==> config.mk <==
export PLATFORM = sky130hd
export DESIGN_NAME = nibble_stack_engine
export DESIGN_NICKNAME = d
export VERILOG_FILES = /design/src/rtl/nse_pkg.sv /design/src/rtl/nse_seq.sv /design/src/rtl/nse_frame.sv /design/src/rtl/nibble_stack_engine.sv
export SDC_FILE = /design/constraint.sdc
export NUM_CORES = 1
export LEC_CHECK = 0
export BUFFER_PORTS_ARGS = -buffer_cell sky130_fd_sc_hd__buf_4
export CAP_MARGIN = 10
export CORE_ASPECT_RATIO = 1.4
export CORE_MARGIN = 2
export CORE_UTILIZATION = 40
export DETAILED_ROUTE_END_ITERATION = 10
export GPL_TIMING_DRIVEN = 1
export PLACE_DENSITY = 0.67
export SYNTH_ARGS = -nofsm -noshare
export SYNTH_HDL_FRONTEND = slang
export SYNTH_HIERARCHICAL = 1
export SYNTH_SLANG_ARGS = --single-unit
export TNS_END_PERCENT = 10
==> constraint.sdc <==
create_clock -name clk -period 3.1 [get_ports clk]
set_input_delay 0.31 -clock clk [delete_from_list [all_inputs] [get_ports clk]]
set_output_delay 0.31 -clock clk [all_outputs]
set_load 0.02 [all_outputs]
==> src/rtl/nse_pkg.sv <==
package nse_pkg;
   localparam int NIB_W    = 4;
   localparam int MAX_NIBS = 6;
   localparam int STEP_W   = $clog2(MAX_NIBS);

   typedef enum logic [3:0] {
      OP_NONE   = 4'd0,
      OP_CALL   = 4'd1,
      OP_CALLF  = 4'd2,
      OP_RET    = 4'd3,
      OP_RETS   = 4'd4,
      OP_RETI   = 4'd5,
      OP_PUSHRP = 4'd6,
      OP_POPRP  = 4'd7,
      OP_PUSHBS = 4'd8,
      OP_POPBS  = 4'd9
   } stk_op_e;

   function automatic logic op_known(input logic [3:0] op);
      return (op >= 4'd1) && (op <= 4'd9);
   endfunction

   function automatic logic op_writes(input stk_op_e op);
      return (op == OP_CALL) || (op == OP_CALLF) ||
             (op == OP_PUSHRP) || (op == OP_PUSHBS);
   endfunction

   function automatic logic [STEP_W-1:0] op_nibs(input stk_op_e op);
      case (op)
         OP_CALL, OP_CALLF, OP_RET, OP_RETS: return STEP_W'(4);
         OP_RETI:                            return STEP_W'(6);
         default:                            return STEP_W'(2);
      endcase
   endfunction
endpackage

==> src/rtl/nse_seq.sv <==
module nse_seq
   import nse_pkg::*;
(
   input  logic              clk,
   input  logic              rst_n,
   input  logic              cmd_valid,
   input  logic [3:0]        cmd_op,
   output logic              busy,
   output logic [STEP_W-1:0] step,
   output logic              last,
   output stk_op_e           op_q,
   output logic              err
);
   logic start;

   assign start = cmd_valid && !busy && op_known(cmd_op);
   assign last  = busy && (step == op_nibs(op_q) - STEP_W'(1));

   always_ff @(posedge clk) begin
      if (!rst_n) begin
         busy <= 1'b0;
         step <= '0;
         op_q <= OP_NONE;
         err  <= 1'b0;
      end else begin
         err <= cmd_valid && busy;
         if (!busy) begin
            if (start) begin
               busy <= 1'b1;
               step <= '0;
               op_q <= stk_op_e'(cmd_op);
            end
         end else if (last) begin
            busy <= 1'b0;
         end else begin
            step <= step + STEP_W'(1);
         end
      end
   end

   a_r10_err_after_busy_cmd: assert property (@(posedge clk) disable iff (!rst_n)
      cmd_valid && busy |=> err);
   a_r10_op_held: assert property (@(posedge clk) disable iff (!rst_n)
      busy && !last |=> $stable(op_q));
endmodule

==> src/rtl/nse_frame.sv <==
module nse_frame
   import nse_pkg::*;
#(
   parameter int PC_W = 14,
   parameter int SP_W = 8
) (
   input  logic              busy,
   input  stk_op_e           op,
   input  logic [STEP_W-1:0] step,
   input  logic [SP_W-1:0]   sp,
   input  logic [PC_W-1:0]   pc,
   input  logic              mbe,
   input  logic              rbe,
   input  logic [7:0]        rp,
   input  logic [NIB_W-1:0]  mbs,
   input  logic [NIB_W-1:0]  rbs,
   output logic [SP_W-1:0]   mem_addr,
   output logic              mem_we,
   output logic [NIB_W-1:0]  mem_wdata
);
   logic            wr_op;
   logic [SP_W-1:0] step_ext;

   assign wr_op    = op_writes(op);
   assign step_ext = SP_W'(step);
   assign mem_we   = busy && wr_op;
   assign mem_addr = wr_op ? sp - step_ext - SP_W'(1) : sp + step_ext;

   always_comb begin
      mem_wdata = '0;
      case (op)
         OP_CALL, OP_CALLF: begin
            case (step)
               STEP_W'(0): mem_wdata = pc[7:4];
               STEP_W'(1): mem_wdata = pc[3:0];
               STEP_W'(2): mem_wdata = {mbe, rbe, pc[13:12]};
               default:    mem_wdata = pc[11:8];
            endcase
         end
         OP_PUSHRP: mem_wdata = (step == '0) ? rp[7:4] : rp[3:0];
         OP_PUSHBS: mem_wdata = (step == '0) ? mbs : rbs;
         default:   mem_wdata = '0;
      endcase
   end
endmodule

==> src/rtl/nibble_stack_engine.sv <==
module nibble_stack_engine
   import nse_pkg::*;
#(
   parameter int              PC_W     = 14,
   parameter int              FAR_W    = 12,
   parameter int              SP_W     = 8,
   parameter logic [SP_W-1:0] SP_RESET = '0
) (
   input  logic             clk,
   input  logic             rst_n,
   input  logic             cmd_valid,
   input  logic [3:0]       cmd_op,
   input  logic [PC_W-1:0]  pc_in,
   input  logic [PC_W-1:0]  call_target,
   input  logic [FAR_W-1:0] far_target,
   input  logic             mbe_in,
   input  logic             rbe_in,
   input  logic [7:0]       rp_in,
   input  logic [3:0]       mbs_in,
   input  logic [3:0]       rbs_in,
   output logic [SP_W-1:0]  mem_addr,
   output logic             mem_we,
   output logic [3:0]       mem_wdata,
   input  logic [3:0]       mem_rdata,
   output logic [SP_W-1:0]  sp,
   output logic [PC_W-1:0]  pc_out,
   output logic             mbe_out,
   output logic             rbe_out,
   output logic [7:0]       psw_out,
   output logic [7:0]       rp_out,
   output logic [3:0]       mbs_out,
   output logic [3:0]       rbs_out,
   output logic             busy,
   output logic             done,
   output logic             skip,
   output logic             err
);
   localparam int PC_LO_W = 3 * NIB_W;

   if (PC_W != PC_LO_W + 2) begin : g_bad_pc
      $error("PC_W must be three nibbles plus two bits");
   end
   if (SP_W < 3) begin : g_bad_sp
      $error("SP_W too small for a six-nibble frame");
   end

   logic [PC_W-1:0] far_ext;
   if (FAR_W < PC_W) begin : g_far_pad
      assign far_ext = {{(PC_W-FAR_W){1'b0}}, far_target_q};
   end else begin : g_far_bad
      assign far_ext = '0;
      $error("FAR_W must be narrower than PC_W");
   end

   logic [STEP_W-1:0] step;
   logic              last;
   stk_op_e           op_q;
   logic              accept;
   logic [PC_W-1:0]   pc_q, tgt_q;
   logic [FAR_W-1:0]  far_target_q;
   logic              mbe_q, rbe_q;
   logic [7:0]        rp_q;
   logic [3:0]        mbs_q, rbs_q;
   logic [3:0]        nib_q   [MAX_NIBS];
   logic [3:0]        nib_now [MAX_NIBS];

   assign accept = cmd_valid && !busy && op_known(cmd_op);

   nse_seq u_seq (
      .clk(clk), .rst_n(rst_n), .cmd_valid(cmd_valid), .cmd_op(cmd_op),
      .busy(busy), .step(step), .last(last), .op_q(op_q), .err(err)
   );

   nse_frame #(.PC_W(PC_W), .SP_W(SP_W)) u_frame (
      .busy(busy), .op(op_q), .step(step), .sp(sp), .pc(pc_q),
      .mbe(mbe_q), .rbe(rbe_q), .rp(rp_q), .mbs(mbs_q), .rbs(rbs_q),
      .mem_addr(mem_addr), .mem_we(mem_we), .mem_wdata(mem_wdata)
   );

   for (genvar g = 0; g < MAX_NIBS; g++) begin : g_nib
      assign nib_now[g] = (busy && step == STEP_W'(g)) ? mem_rdata : nib_q[g];
   end

   always_ff @(posedge clk) begin
      if (!rst_n) begin
         pc_q <= '0; tgt_q <= '0; far_target_q <= '0;
         mbe_q <= 1'b0; rbe_q <= 1'b0; rp_q <= '0; mbs_q <= '0; rbs_q <= '0;
         for (int i = 0; i < MAX_NIBS; i++) nib_q[i] <= '0;
      end else begin
         if (accept) begin
            pc_q <= pc_in; tgt_q <= call_target; far_target_q <= far_target;
            mbe_q <= mbe_in; rbe_q <= rbe_in;
            rp_q <= rp_in; mbs_q <= mbs_in; rbs_q <= rbs_in;
         end
         if (busy && !op_writes(op_q)) nib_q[step] <= mem_rdata;
      end
   end

   always_ff @(posedge clk) begin
      if (!rst_n) begin
         sp <= SP_RESET; pc_out <= '0; mbe_out <= 1'b0; rbe_out <= 1'b0;
         psw_out <= '0; rp_out <= '0; mbs_out <= '0; rbs_out <= '0;
         done <= 1'b0; skip <= 1'b0;
      end else begin
         done <= last;
         skip <= last && (op_q == OP_RETS);
         if (last) begin
            case (op_q)
               OP_CALL:  begin pc_out <= tgt_q;   sp <= sp - SP_W'(4); end
               OP_CALLF: begin pc_out <= far_ext; sp <= sp - SP_W'(4); end
               OP_RET, OP_RETS: begin
                  {mbe_out, rbe_out, pc_out[PC_W-1:PC_LO_W]} <= nib_now[1];
                  pc_out[PC_LO_W-1:0] <= {nib_now[0], nib_now[3], nib_now[2]};
                  sp <= sp + SP_W'(4);
               end
               OP_RETI: begin
                  pc_out <= {nib_now[1][1:0], nib_now[0], nib_now[3], nib_now[2]};
                  psw_out <= {nib_now[4], nib_now[5]};
                  sp <= sp + SP_W'(6);
               end
               OP_PUSHRP, OP_PUSHBS: sp <= sp - SP_W'(2);
               OP_POPRP: begin rp_out <= {nib_now[1], nib_now[0]}; sp <= sp + SP_W'(2); end
               OP_POPBS: begin
                  mbs_out <= nib_now[1]; rbs_out <= nib_now[0]; sp <= sp + SP_W'(2);
               end
               default: ;
            endcase
         end
      end
   end

   a_r9_no_access_idle: assert property (@(posedge clk) disable iff (!rst_n)
      !busy |-> !mem_we);
   a_r9_done_single: assert property (@(posedge clk) disable iff (!rst_n)
      done |=> !done);
   a_r9_sp_hold_busy: assert property (@(posedge clk) disable iff (!rst_n)
      busy |=> ($stable(sp) || done));
   a_r5_skip_with_done: assert property (@(posedge clk) disable iff (!rst_n)
      skip |-> done);
endmodule

# Word-level counts from Yosys, hierarchy flattened
# Memory sizes are Yosys's and may differ from the RTL's. A register that Yosys moved wholly into a read port is not among the register bits.
# Index checks and enable logic that the tools add are counted.
# classes
add_sub_neg	10
magnitude_cmp	2
eq_ne	14
reduce_logical	38
muxes	25
bitwise	1
# ops
cell	count
14-bit one-hot mux with 3 select lines	1
8-bit one-hot mux with 5 select lines	1
4-bit two-way mux	7
4-bit one-hot mux with 3 select lines	2
8-bit by 3-bit adder with 8-bit output, second input constant	2
4-bit by 3-bit == test with 1-bit output, second input constant	4
2-bit AND reduction	8
1-bit logical AND	12
3-bit two-way mux	4
8-bit by 2-bit adder with 8-bit output, second input constant	1
8-bit by 3-bit adder with 8-bit output	1
4-bit by 2-bit == test with 1-bit output, second input constant	2
4-bit == test, second input constant	2
1-bit two-way mux	8
8-bit two-way mux	1
2-bit OR reduction	4
4-bit OR reduction	2
8-bit by 1-bit subtractor with 8-bit output, second input constant	1
8-bit by 2-bit subtractor with 8-bit output, second input constant	1
8-bit by 3-bit subtractor with 8-bit output	1
8-bit by 3-bit subtractor with 8-bit output, second input constant	1
3-bit by 2-bit == test with 1-bit output, second input constant	2
3-bit one-hot mux with 2 select lines	1
5-bit nonzero test	1
other kinds (15)	20
# totals
in_bits	69
n_memories	1
register_bits	109
ram_bits	24
out_inout_bits	65
# memory_table
memory	words	width	rd	rd_ports_with_merged_regs	write_ports	line_no	rtl
nib_q	6	4	6	2	6	nibble_stack_engine.sv:64	logic [3:0] nib_q [MAX_NIBS];

# Depth between registers and ports, before layout
# logic_depth
word_depth	11
mapped_depth	11
mapped_depth_nobuf	9

# Cells and area by module
# Netlist, hierarchy kept.
# modules_own_cells
module	cells_per_inst	instances	seq_area_each_um2	area_each_um2
nibble_stack_engine	657	1	2862.7	5734.2
nse_frame	90	1	0.0	690.7
nse_seq	61	1	180.2	524.3

# Worst setup path after synthesis
# Ideal clock, no wire load.
# synth_path
kind	reg2reg
start	register u_seq.op_q[2]
end	register sp[7]
setup_ns	0.086
path_slack_ns	0.234
arrival_ns	2.780
stages_incl_launch_ff	11
required_time_ns	3.014
n_path_buf	2
period_less_slack_ns	2.866
path_cell_list	dfxtp_1 buf_6 or3b_1 buf_6 nand2_1 nand2_1 fa_1 or4b_1 mux2_2 a311o_1 a211oi_1
# synth_via
elab_chain_cells	7
word_cells_on_any_way	21
cone_classes	1 x add/sub; 10 x eq/ne; 2 x mux; 8 x reduce/logical
# synth_lines
item	line_no	rtl
start, declared	nse_seq.sv:11	output stk_op_e op_q,
start signal, assigned	nse_seq.sv:31	op_q <= stk_op_e'(cmd_op);
4-bit by 1-bit == test with 1-bit output, or another cell as far along	nse_pkg.sv:29, nibble_stack_engine.sv:108	
4-bit OR reduction	nse_pkg.sv:29	case (op)
3-bit one-hot mux with 2 select lines	nse_pkg.sv:29	
3-bit by 1-bit subtractor with 3-bit output	nse_seq.sv:17	assign last = busy && (step == op_nibs(op_q) - STEP_W'(1));
3-bit == test	nse_seq.sv:17	
1-bit logical AND	nse_seq.sv:17	
2-bit AND reduction (no source line)	n/a	
end signal, assigned	nibble_stack_engine.sv:109	OP_CALL: begin pc_out <= tgt_q; sp <= sp - SP_W'(4); end
end signal, assigned	nibble_stack_engine.sv:110	OP_CALLF: begin pc_out <= far_ext; sp <= sp - SP_W'(4); end
end signal, assigned	nibble_stack_engine.sv:114	sp <= sp + SP_W'(4);
end, declared	nibble_stack_engine.sv:25	output logic [SP_W-1:0] sp,
# Several ways; a longest one is shown, not always the timed one.
# A chain may end at the register's enable or synchronous reset.

# Worst setup path in the final report
# layout_path
start	register u_seq.op_q[1]
end	register pc_out[0]
# layout_via
elab_chain_cells	7
word_cells_on_any_way	14
cone_classes	1 x add/sub; 6 x eq/ne; 2 x mux; 5 x reduce/logical
# layout_lines
item	line_no	rtl
4-bit by 1-bit == test with 1-bit output, or another cell as far along	nse_pkg.sv:29	
4-bit OR reduction	nse_pkg.sv:29	
3-bit one-hot mux with 2 select lines (*)	nse_pkg.sv:29	
3-bit by 1-bit subtractor with 3-bit output (*)	nse_seq.sv:17	
3-bit == test (*)	nse_seq.sv:17	
1-bit logical AND (*)	nse_seq.sv:17	
named net last	nibble_stack_engine.sv:56	logic last;
2-bit AND reduction (no source line) (*)	n/a	
end signal, assigned	nibble_stack_engine.sv:109	
end signal, assigned	nibble_stack_engine.sv:110	
end signal, assigned by index	nibble_stack_engine.sv:112	{mbe_out, rbe_out, pc_out[PC_W-1:PC_LO_W]} <= nib_now[1];
end, declared	nibble_stack_engine.sv:26	output logic [PC_W-1:0] pc_out,
# Mark *: on every way through the listed nets, which the timed path passes. The rest lies on a longest branch.

==> impl_metrics.csv <==
group,metric,value,unit
status,status,"finished clean",
job,maxCapViolations,0,
timing,setup_viol,0,
timing,tightest_slew,706.0,ps
route,vias,6174,
clocking,h-tree-depth,4,
worst_setup_path,cp.arrival,3120,ps
floorplanning,fp.dieArea,18460,sq um
worst_setup_path,cp_max_fo,12,
route,wl_per_cell,15.25,um
clocking,clk_pin_slew,60,ps
yosys,seq_area_frac_synth,0.4379,
finish,n_antenna_cell,0,
clocking,post_cts_resized,0,
worst_setup_path,worstRegToRegCells,9,
route,avgViaCountPerCell,5.250,
finish,drive_gt1_frac,0.2181,
clocking,numCtsBuffers,17,
timing,min_period,2816,ps
clocking,cts_root_buffer,"clkbuf_16",
worst_setup_path,crit_type,"flip-flop to flip-flop",
worst_setup_path,required,3410,ps
clocking,cts.sinks,140,
placed_design,hpwl,12.87,mm
placed_design,routabilityCongestion,0.8583,
worst_setup_path,ff2ff_setup_slack,280,ps
global_route,grt_use_total,0.1967,
clocking,ctsHoldBuffers,0,
finish,final_cell_mix,"nand2_1, buf_4, dfxtp_1",
worst_hold_path,hp-start,"mbs_in[0]",
worst_setup_path,crit_path_start,"u_seq/op_q[1]",
floorplanning,core-area,17190,sq um
power,total_power,4.572,mW
global_route,grt_remaining_overflow,0,
global_route,grt_first_pass_wirelength,29.11,mm
worst_setup_path,crit_path_start_kind,"flip-flop",
placed_design,dp_cells,1144,
finish,register_area,3043,sq um
route,drcViolationCount,0,
worst_setup_path,r2r-end,"pc_out[0]",
floorplanning,rows,57,
global_route,grt_pass1_vias,5911,
timing,whs,138.3,ps
placed_design,io_buffer_count,132,
timing,max_freq,0.3552,GHz
finish,multi_input_area,3613,sq um
timing,clock_skew,9.446,ps
worst_setup_path,end_kind,"flip-flop",
floorplanning,die_w,115.4,um
placed_design,post-place-ws,158.0,ps
clocking,post-cts-setup-buffer-count,0,
timing,finalMaxSlewViolations,0,
route,drtIter0Drc,223,
yosys,syn_area,6949,sq um
global_route,antenna_found_initial,0,
worst_setup_path,slowest_delay,450,ps
floorplanning,io_pins,134,
yosys,synth_seq_cells,140,
power,p_leak,3.742,nW
yosys,ys.flop_type,"dfxtp_1",
global_route,grt_max_degree,59,
finish,area_growth,26.22,%
yosys,synth.avg_cell_area,8.600,sq um
route,routed_wl,17.94,mm
yosys,ys_async_sr_fraction,0,
clocking,clock_path_buffers,2,
timing,worst_slack,284.5,ps
clocking,clkLatencyLatePin,420,ps
route,antenna_left,0,
timing,max_slew_margin,0.5287,
floorplanning,die_h,160.0,um
worst_hold_path,hold_path_depth,3,
power,p_per_area,521.2,nW/um^2
yosys,synth_edf_count,24,
route,first_pass_iters,5,
timing,period_share,0.9082,
timing,rsz0062_at_grt,"no",
worst_setup_path,r2r-start,"u_seq/op_q[1]",
yosys,yosysWarnings,6,
yosys,synth_cells,808,
timing,fin_tns_setup,0,ps
power,irDropWorstVdd,0.3064,mV
clocking,tritoncts,"done",
floorplanning,initial_core_util,0.4043,
yosys,ys_types,76,
finish,final_cells,1176,
worst_setup_path,cp_cell_sequence,"or3_4, a31oi_2, or2_2, and3_2, nand2b_1, a211o_1, a221oi_1, o21ai_0, o211a_1",
finish,fillers,1679,
worst_hold_path,holdPathEnd,"mbs_q[0]",
worst_hold_path,hp-class,"input port to flip-flop",
worst_setup_path,critical_path.slowest_cell,"a211o_1",
finish,layout.nets,1008,
timing,report.final.hold_viol_count,0,
-- critical path: cells and delay by family (launching register included) --
family	cells	cell delay, ps
AO/OA/AOI/OAI	5	1300
AND/OR/NAND/NOR	4	1020
flip-flops	1	390
-- metal layers --
metal	global-route usage	wire length (um)	up-vias
li1	-	-	3119
met1	0.2428	7731	2882
met2	0.3304	8982	148
met3	0.04213	818	25
met4	0.07777	404	0
met5	0	0	-
-- flip-flops by register name (all words and copies together) (netlist names) --
signal        cells
mbs_q             4
done              1
mbs_out           4
pc_q             14
u_seq/op_q        4
tgt_q            14
rp_out            8
rbs_out           4
sp                7
u_seq/step        3
pc_out           14
u_seq/busy        1
mbe_q             1
rbe_q             1
far_target_q     12
rp_q              8
u_seq/err         1
psw_out           8
rbs_q             4
nib_q            24
mbe_out           1
rbe_out           1
skip              1
-- where the power goes --
group	internal, mW	switching, mW	leakage (nW)
clock	1.20	0.817	0.288
combinational	0.239	0.350	2.26
sequential	1.92	0.0422	1.19
total	3.36	1.21	3.74
-- cell type report --
type,instances,area share
Multi-Input combinational cell,596,0.4120
Inverter,16,0.006847
Clock inverter,14,0.01812
Clock buffer,18,0.04893
Timing Repair Buffer,156,0.1335
Tap cell,236,0.03367
Sequential cell,140,0.3469
-- cell usage after synthesis, types with 13 or more instances --
| cell | n | area share |
|---|---|---|
| and2_1 | 14 | 0.013 |
| a21oi_1 | 83 | 0.060 |
| nor2_1 | 46 | 0.025 |
| edfxtp_1 | 24 | 0.10 |
| inv_1 | 15 | 0.0081 |
| clkbuf_1 | 39 | 0.021 |
| o21ai_0 | 36 | 0.026 |
| o211a_1 | 13 | 0.019 |
| dfxtp_1 | 116 | 0.33 |
| a211oi_1 | 23 | 0.025 |
| nand2_1 | 156 | 0.084 |
| mux2i_1 | 30 | 0.043 |
-- how the worst max path moves through the flow --
stage / end / slack [ps] / depth (start not counted)
after detailed placement: pc_out[0] / 160 / 9
after floorplan: sp[7] / 230 / 10
after global routing: pc_out[2] / 80 / 9
final: pc_out[0] / 280 / 9
after CTS: pc_out[1] / 120 / 9
after global placement: pc_out[4] / 280 / 9
-- cell families after synthesis --
family                   Yosys count  share of synthesized area
buffers and inverters             74                    0.04519
adder cells (fa/ha/maj)           12                    0.02485
flip-flops                       140                     0.4379
other                              1                  0.0005396
AND/OR/NAND/NOR                  311                     0.2157
XOR/XNOR                          14                    0.01765
multiplexers                      35                    0.05131
AO/OA/AOI/OAI                    221                     0.2069
-- through the flow --
stage / cell area [sq um] / utilization
final: 8771 / 0.5103
after global routing: 8771 / 0.5103
after detailed placement: 8175 / 0.4757
after CTS: 8763 / 0.5099
after global placement: 8175 / 0.4757
after floorplan: 6957 / -
(Power assumes the default switching activity.)
